[src/rtl/ccs_eval_pkg.sv]
// Shared definitions for the condition-code evaluator.
// Assumes the low five flag positions below; the R flag position is a
// parameter of the top module.
package ccs_eval_pkg;

    localparam int FLAG_C = 0;
    localparam int FLAG_V = 1;
    localparam int FLAG_Z = 2;
    localparam int FLAG_N = 3;
    localparam int FLAG_X = 4;

    typedef enum logic [3:0] {
        OPC_ADD   = 4'd0,
        OPC_SUB   = 4'd1,
        OPC_CMP   = 4'd2,
        OPC_MCP   = 4'd3,
        OPC_MOVE  = 4'd4,
        OPC_AND   = 4'd5,
        OPC_OR    = 4'd6,
        OPC_XOR   = 4'd7,
        OPC_ASR   = 4'd8,
        OPC_LSR   = 4'd9,
        OPC_LSL   = 4'd10,
        OPC_MULS  = 4'd11,
        OPC_MULU  = 4'd12,
        OPC_BTST  = 4'd13,
        OPC_FLAGS = 4'd14,
        OPC_RSVD  = 4'd15
    } opclass_e;

    typedef enum logic [1:0] {
        SZ_BYTE = 2'd0,
        SZ_HALF = 2'd1,
        SZ_WORD = 2'd2,
        SZ_WRD2 = 2'd3
    } opsize_e;

    // Flags produced by a rule before they are placed in the word.
    typedef struct packed {
        logic n;
        logic z;
        logic v;
        logic c;
        logic r;
    } flag_set_t;

endpackage

[src/rtl/cce_sign_rule.sv]
// Sign-bit flag rule: derives N, Z, V and a carry from operand and result
// signs at byte, halfword or word size. Optional source inversion and carry
// inversion serve subtract; r_mode routes the carry into R instead of C.
// Assumes DATA_W >= 16.
module cce_sign_rule
    import ccs_eval_pkg::*;
#(
    parameter int DATA_W = 32
) (
    input  logic [DATA_W-1:0] src,
    input  logic [DATA_W-1:0] dst,
    input  logic [DATA_W-1:0] res,
    input  logic [1:0]        size_sel,
    input  logic              invert_src,
    input  logic              invert_c,
    input  logic              r_mode,
    output flag_set_t         flags
);
    localparam int BYTE_MSB = 7;
    localparam int HALF_MSB = 15;
    localparam int WORD_MSB = DATA_W - 1;

    logic [DATA_W-1:0] s_eff;
    logic sb, db, rb, rzero, carry;

    // Select the sign bits and zero test at the chosen size.
    always_comb begin
        s_eff = invert_src ? ~src : src;
        unique case (size_sel)
            SZ_BYTE: begin
                sb    = s_eff[BYTE_MSB];
                db    = dst[BYTE_MSB];
                rb    = res[BYTE_MSB];
                rzero = (res[BYTE_MSB:0] == '0);
            end
            SZ_HALF: begin
                sb    = s_eff[HALF_MSB];
                db    = dst[HALF_MSB];
                rb    = res[HALF_MSB];
                rzero = (res[HALF_MSB:0] == '0);
            end
            default: begin
                sb    = s_eff[WORD_MSB];
                db    = dst[WORD_MSB];
                rb    = res[WORD_MSB];
                rzero = (res == '0);
            end
        endcase
    end

    // Apply the sign rule and place the carry in C or R.
    always_comb begin
        flags   = '0;
        flags.n = rb;
        if (rb) begin
            flags.v = ~sb & ~db;
            carry   = sb & db;
        end else begin
            flags.z = rzero;
            flags.v = sb & db;
            carry   = sb | db;
        end
        carry = carry ^ invert_c;
        if (r_mode) begin
            flags.r = carry;
            flags.c = 1'b0;
        end else begin
            flags.c = carry;
        end
    end

endmodule

[src/rtl/cce_mul_rule.sv]
// Multiply flag rule over the double-width product {mof,res}.
// Signed mode: V unless mof is the sign extension of res.
// Unsigned mode: V whenever mof is nonzero.
module cce_mul_rule
    import ccs_eval_pkg::*;
#(
    parameter int DATA_W = 32
) (
    input  logic [DATA_W-1:0] res,
    input  logic [DATA_W-1:0] mof,
    input  logic              signed_mode,
    output flag_set_t         flags
);
    localparam int PROD_W = 2 * DATA_W;

    logic [PROD_W-1:0] prod;
    logic [DATA_W-1:0] sext;

    // Build the product view and derive the flags from it.
    always_comb begin
        prod    = {mof, res};
        sext    = {DATA_W{res[DATA_W-1]}};
        flags   = '0;
        flags.z = (prod == '0);
        flags.n = prod[PROD_W-1];
        flags.v = signed_mode ? (mof != sext) : (mof != '0);
    end

endmodule

[src/rtl/cce_btst_rule.sv]
// Bit-test rule: returns a whole new word built from ccs_in. N is the
// selected bit, Z reports an all-zero field from bit 0 to the selected bit,
// X/N/Z are cleared first and V/C too for versions below VER_LIMIT.
module cce_btst_rule
    import ccs_eval_pkg::*;
#(
    parameter int DATA_W    = 32,
    parameter int CCS_W     = 32,
    parameter int VER_W     = 8,
    parameter int VER_LIMIT = 32,
    localparam int IDX_W    = $clog2(DATA_W)
) (
    input  logic [DATA_W-1:0] value,
    input  logic [IDX_W-1:0]  idx,
    input  logic [CCS_W-1:0]  ccs_in,
    input  logic [VER_W-1:0]  ver,
    output logic [CCS_W-1:0]  ccs_out
);
    logic sel_bit;
    logic low_any;

    // Scan the field from bit 0 up to and including the index.
    always_comb begin
        sel_bit = value[idx];
        low_any = 1'b0;
        for (int i = 0; i < DATA_W; i++) begin
            if (i <= int'(idx)) low_any = low_any | value[i];
        end
    end

    // Clear the affected flags and insert the test result.
    always_comb begin
        ccs_out         = ccs_in;
        ccs_out[FLAG_X] = 1'b0;
        ccs_out[FLAG_N] = sel_bit;
        ccs_out[FLAG_Z] = ~low_any;
        if (int'(ver) < VER_LIMIT) begin
            ccs_out[FLAG_V] = 1'b0;
            ccs_out[FLAG_C] = 1'b0;
        end
    end

endmodule

[src/rtl/cce_writeback.sv]
// Masked merge of a flag set into the condition-code word. X is always in
// the mask; with x_in set a new Z of 1 is dropped from the mask so Z can
// only be cleared during extended arithmetic.
module cce_writeback
    import ccs_eval_pkg::*;
#(
    parameter int CCS_W     = 32,
    parameter int RFLAG_POS = 8
) (
    input  logic [CCS_W-1:0] ccs_in,
    input  logic [CCS_W-1:0] flag_mask,
    input  logic             x_in,
    input  flag_set_t        flags,
    output logic [CCS_W-1:0] ccs_out
);
    logic [CCS_W-1:0] new_bits;
    logic [CCS_W-1:0] eff_mask;

    // Place the flags at their word positions.
    always_comb begin
        new_bits            = '0;
        new_bits[FLAG_N]    = flags.n;
        new_bits[FLAG_Z]    = flags.z;
        new_bits[FLAG_V]    = flags.v;
        new_bits[FLAG_C]    = flags.c;
        new_bits[RFLAG_POS] = flags.r;
    end

    // Form the update mask and merge.
    always_comb begin
        eff_mask         = flag_mask;
        eff_mask[FLAG_X] = 1'b1;
        if (x_in && flags.z) eff_mask[FLAG_Z] = 1'b0;
        ccs_out = (ccs_in & ~eff_mask) | (new_bits & eff_mask);
    end

endmodule

[src/rtl/ccs_flag_eval.sv]
// Lazy condition-code evaluator top. Decodes the operation class, selects
// the matching flag rule, merges through the masked writeback (or the
// bit-test / flag-hold paths) and registers the result when eval_en is set.
// Assumes DATA_W >= 16 and RFLAG_POS outside bits 4:0.
module ccs_flag_eval
    import ccs_eval_pkg::*;
#(
    parameter int DATA_W    = 32,
    parameter int CCS_W     = 32,
    parameter int VER_W     = 8,
    parameter int VER_LIMIT = 32,
    parameter int RFLAG_POS = 8
) (
    input  logic              clk,
    input  logic              rst_n,
    input  logic              eval_en,
    input  logic [3:0]        op_class,
    input  logic [1:0]        op_size,
    input  logic [DATA_W-1:0] src,
    input  logic [DATA_W-1:0] dst,
    input  logic [DATA_W-1:0] res,
    input  logic [DATA_W-1:0] mof,
    input  logic [CCS_W-1:0]  flag_mask,
    input  logic              x_in,
    input  logic [CCS_W-1:0]  ccs_in,
    input  logic [VER_W-1:0]  ver,
    output logic [CCS_W-1:0]  ccs_q
);
    localparam int IDX_W    = $clog2(DATA_W);
    localparam int HALF_MSB = 15;

    opclass_e  opc;
    logic      is_sub, is_mcp, is_mul, is_nz, nz_wide;
    logic [1:0] rule_size;
    flag_set_t sign_flags, mul_flags, nz_flags, sel_flags;
    logic [CCS_W-1:0] wb_ccs, bt_ccs, next_ccs;

    // Classify the operation.
    always_comb begin
        opc     = opclass_e'(op_class);
        is_sub  = (opc == OPC_SUB) || (opc == OPC_CMP);
        is_mcp  = (opc == OPC_MCP);
        is_mul  = (opc == OPC_MULS) || (opc == OPC_MULU);
        is_nz   = (opc >= OPC_MOVE) && (opc <= OPC_LSL);
        nz_wide = (op_size != SZ_BYTE);
        rule_size = is_mcp ? SZ_WORD : op_size;
    end

    cce_sign_rule #(.DATA_W(DATA_W)) u_sign (
        .src        (src),
        .dst        (dst),
        .res        (res),
        .size_sel   (rule_size),
        .invert_src (is_sub),
        .invert_c   (is_sub),
        .r_mode     (is_mcp),
        .flags      (sign_flags)
    );

    cce_mul_rule #(.DATA_W(DATA_W)) u_mul (
        .res         (res),
        .mof         (mof),
        .signed_mode (opc == OPC_MULS),
        .flags       (mul_flags)
    );

    // N/Z-only rule for move, logic and shift at halfword or word size.
    always_comb begin
        nz_flags = '0;
        if (op_size == SZ_HALF) begin
            nz_flags.n = res[HALF_MSB];
            nz_flags.z = (res[HALF_MSB:0] == '0);
        end else begin
            nz_flags.n = res[DATA_W-1];
            nz_flags.z = (res == '0);
        end
    end

    // Pick the flag set for the writeback.
    always_comb begin
        if (is_mul)                sel_flags = mul_flags;
        else if (is_nz && nz_wide) sel_flags = nz_flags;
        else                       sel_flags = sign_flags;
    end

    cce_writeback #(.CCS_W(CCS_W), .RFLAG_POS(RFLAG_POS)) u_wb (
        .ccs_in    (ccs_in),
        .flag_mask (flag_mask),
        .x_in      (x_in),
        .flags     (sel_flags),
        .ccs_out   (wb_ccs)
    );

    cce_btst_rule #(
        .DATA_W(DATA_W), .CCS_W(CCS_W), .VER_W(VER_W), .VER_LIMIT(VER_LIMIT)
    ) u_btst (
        .value   (dst),
        .idx     (src[IDX_W-1:0]),
        .ccs_in  (ccs_in),
        .ver     (ver),
        .ccs_out (bt_ccs)
    );

    // Choose between writeback, bit-test and hold paths.
    always_comb begin
        unique case (opc)
            OPC_FLAGS: next_ccs = ccs_in;
            OPC_BTST:  next_ccs = bt_ccs;
            default:   next_ccs = wb_ccs;
        endcase
    end

    // Output register with synchronous reset.
    always_ff @(posedge clk) begin
        if (!rst_n)       ccs_q <= '0;
        else if (eval_en) ccs_q <= next_ccs;
    end

endmodule

[config.mk]
export PLATFORM = sky130hd
export DESIGN_NAME = ccs_flag_eval
export DESIGN_NICKNAME = d
export VERILOG_FILES = /design/src/rtl/ccs_eval_pkg.sv /design/src/rtl/cce_sign_rule.sv /design/src/rtl/cce_mul_rule.sv /design/src/rtl/cce_btst_rule.sv /design/src/rtl/cce_writeback.sv /design/src/rtl/ccs_flag_eval.sv
export SDC_FILE = /design/constraint.sdc
export NUM_CORES = 1
export LEC_CHECK = 0
export ABC_CLOCK_PERIOD_IN_PS = 1930
export BUFFER_PORTS_ARGS = -buffer_cell sky130_fd_sc_hd__buf_2
export CORE_AREA = 4 4 93 95
export CTS_BUF_LIST = sky130_fd_sc_hd__clkbuf_4
export DETAILED_ROUTE_END_ITERATION = 16
export DIE_AREA = 0 0 97 99
export PLACE_DENSITY_LB_ADDON = 0.05
export SLEW_MARGIN = 10
export SYNTH_ARGS = -nofsm -noshare
export SYNTH_HDL_FRONTEND = slang
export SYNTH_SLANG_ARGS = --single-unit
[constraint.sdc]
create_clock -name clk -period 1.93 [get_ports clk]
set_input_delay 0.193 -clock clk [delete_from_list [all_inputs] [get_ports clk]]
set_output_delay 0.193 -clock clk [all_outputs]
set_load 0.02 [all_outputs]
==> impl_metrics.json <==
{
  "area_growth_pct": 41.8,
  "ctsResizeCount": 0,
  "layout.nets": 788,
  "syn_area_um2": 2860,
  "slew_violations": 0,
  "grt_max_degree": 53,
  "synth_nets": 581,
  "synth_cell_types": 64,
  "synth_xor_area_share_pct": 1.18,
  "io_pins": 242,
  "powerDensity_nw_per_um2": 427,
  "period_minus_slack_ns": 1.73,
  "drt-wirelength-per-cell_um": 15.3,
  "endpoint": "ccs_q[3]",
  "ff2ff_setup_slack_ns": 0.70,
  "synth_edf_count": 0,
  "largest_reg_flops": 32,
  "reg2reg_depth": 4,
  "grt_setup_unrepaired": "no",
  "vias": 3660,
  "cp_data_arrival_time_ns": 1.95,
  "worst_pin_slew_ns": 0.408,
  "cpLargestDelayFamily": "multiplexers",
  "required_ns": 2.15,
  "clockRootBuffer": "clkbuf_4",
  "path_depth": 6,
  "first_iter_violations": 93,
  "p_leak_nw": 1.90,
  "routed_via_density": 5.38,
  "multiInputGateArea_um2": 2060,
  "cp_cell_sequence": "buf_2 -> mux4_1 -> mux4_2 -> mux2i_1 -> a2111oi_0 -> o221a_1",
  "grt_pass1_wl_um": 16500,
  "syn_avg_cell_area_um2": 7.71,
  "clock.fmax_mhz": 578,
  "grt_pass1_vias": 3567,
  "critical_path_class": "input port to flop",
  "start_util_pct": 37.0,
  "skew_ns": 0,
  "startpoint": "src[0]",
  "chipWidth_um": 97,
  "total_power_mw": 1.73,
  "dp_slack_ns": -0.144,
  "diodes": 0,
  "nFillCells": 793,
  "hold_buffers": 0,
  "drt-pass1-iter-count": 4,
  "post-route-drc-count": 0,
  "yosysTopAreaCell": "dfxtp_1",
  "clockBufferDepth": 2,
  "cts-buffers-inserted": 5,
  "place_inst": 673,
  "place_congestion": 0.906,
  "path_max_fanout": 7,
  "fin_ws_ns": 0.201,
  "place_hpwl_um": 8580,
  "ys_ff_latch": 32,
  "holdWs_ns": 0.119,
  "cp_slowest_cell": "mux4_1",
  "drt-total-wl_um": 10400,
  "synth_warnings": 0,
  "grt.total_usage_pct": 20.6,
  "maxCapViolations": 0,
  "ir_drop_mv": 0.188,
  "tns_ns": 0,
  "synth_compound_area_share_pct": 25.4,
  "cts_tree": "built",
  "startpoint_type": "input port",
  "core-area_um2": 7730,
  "synth_top_area_share_pct": 22.4,
  "largest-register": "ccs_q",
  "cpPeakStageDelay_ns": 0.58,
  "layout_commonest_cell": "buf_2",
  "mostFrequentLayoutCells": "211 x buf_2, 42 x nand2_1, 34 x nand3_1",
  "drive_gt1_share_pct": 42.6,
  "slew_headroom_pct": 72.1,
  "final_hold_viol_count": 0,
  "synth_fa_ha_area_share_pct": 0,
  "synthArstFlopShare_pct": 0,
  "die_h_um": 99,
  "die-area_um2": 9600,
  "end_kind": "flop",
  "clkSlewWorstSetupHoldPaths_ns": 0.09,
  "status": "finished, final reports clean",
  "postCtsSetupRepairBufs": 0,
  "reg2reg_to": "ccs_q[0]",
  "portBuffers": 211,
  "synthCells": 371,
  "row_count": 32,
  "overflow": 0,
  "synth_ff_type": "dfxtp_1",
  "regArea_um2": 641,
  "htree_levels": 2,
  "rr_startpoint": "ccs_q[0]",
  "seq_area_frac_synth_pct": 22.4,
  "stdcell_count": 680,
  "clkSinkCount": 32,
  "yosys.area_share.simple_pct": 34.1,
  "detail-route-antenna-nets": 0,
  "reg_top3": "ccs_q (32)",
  "fin_crit_sh_pct": 89.6,
  "path_buf_inv": 1,
  "finalSetupViolCount": 0,
  "synth_mux_area_share_pct": 11.2,
  "antenna_found_initial": 0,
  "clock_latency_ns": 0.32,
  "yosys-top-cells-area": "dfxtp_1 22%, a21boi_0 7.6%, mux4_1 6.4%",
  "synth_top_family_by_area": "simple AND/OR/NAND/NOR gates",
  "hold_path.class": "input port to flop"
}
[final cells by class]
cell class                      count  area share, %
Inverter                            5          0.463
Timing Repair Buffer              226           28.8
Clock inverter                      2          0.185
Clock buffer                        5          0.925
Sequential cell                    32           15.8
Tap cell                          102           3.15
Multi-Input combinational cell    308           50.7
[routing by layer]
| layer | share of wire, % | wire length, um | vias to the layer above | global-route usage, % |
|---|---|---|---|---|
| li1 | - | - | 1828 | - |
| met1 | 40 | 4200 | 1660 | 23.7 |
| met2 | 50 | 5180 | 162 | 37.6 |
| met3 | 8.5 | 886 | 10 | 6.02 |
| met4 | 1.1 | 115 | 0 | 4.64 |
| met5 | 0 | 0 | - | 0 |
[worst min path at each step]
stage          startpoint        end  slack [ns]  cells past startpoint
3_5_place_dp    ccs_in[8]   ccs_q[8]        0.46                      3
5_1_grt        ccs_in[30]  ccs_q[30]        0.12                      3
4_1_cts         ccs_in[8]   ccs_q[8]        0.10                      3
3_3_place_gp    ccs_in[8]   ccs_q[8]        0.46                      3
2_1_floorplan       rst_n   ccs_q[1]        0.33                      1
6_report        ccs_in[8]   ccs_q[8]        0.12                      3
[power by group]
part / switching [mW] / total [mW] / internal [mW]
logic: 0.352 / 0.680 / 0.328
clock network: 0.216 / 0.343 / 0.127
registers: 0.0150 / 0.708 / 0.693
total: 0.583 / 1.73 / 1.15
[tightest hold or removal path, delay by kind of cell]
family	cells	cell delay, ns
AOI/OAI and AO/OA	1	0.07
buffers and inverters	1	0.09
and+or+nand+nor	1	0.04
[synthesized netlist by cell type (2+ instances only)]
master,count
o31ai_1,3
mux2i_1,8
a21oi_1,16
dfxtp_1,32
nand4_1,10
mux4_1,7
o221ai_1,2
nand2_1,42
buf_6,5
a41oi_1,2
and2_1,3
nor4_1,19
a2111oi_0,2
a31oi_1,5
buf_2,2
clkbuf_1,14
nand2_2,2
nor3_1,10
o21ai_0,17
o22ai_1,4
nand2b_1,28
nand3_1,34
a32o_1,2
and3b_1,2
buf_4,2
nand3b_1,2
a21boi_0,29
o211ai_1,5
inv_1,5
nor4bb_1,2
mux4_2,2
buf_1,3
a22oi_1,2
nor2_1,18
[through the flow]
| stage | cell area [um^2] | util, % |
|---|---|---|
| 3_5_place_dp | 4010 | 51.9 |
| 4_1_cts | 4060 | 52.5 |
| 6_report | 4060 | 52.5 |
| 3_3_place_gp | 4010 | 51.9 |
| 2_1_floorplan | 2860 | - |
| 5_1_grt | 4060 | 52.5 |
[kinds of logic (layout without fill, tap and decap cells)]
kind of cell / count (synthesis) / count (layout)
and+or+nand+nor: 183 / 183
DFF: 32 / 32
AOI/OAI and AO/OA: 104 / 104
muxes: 18 / 18
xor gates and xnor gates: 3 / 3
buffers and inverters: 31 / 238
No activity file was read; power rests on OpenSTA's default activity.
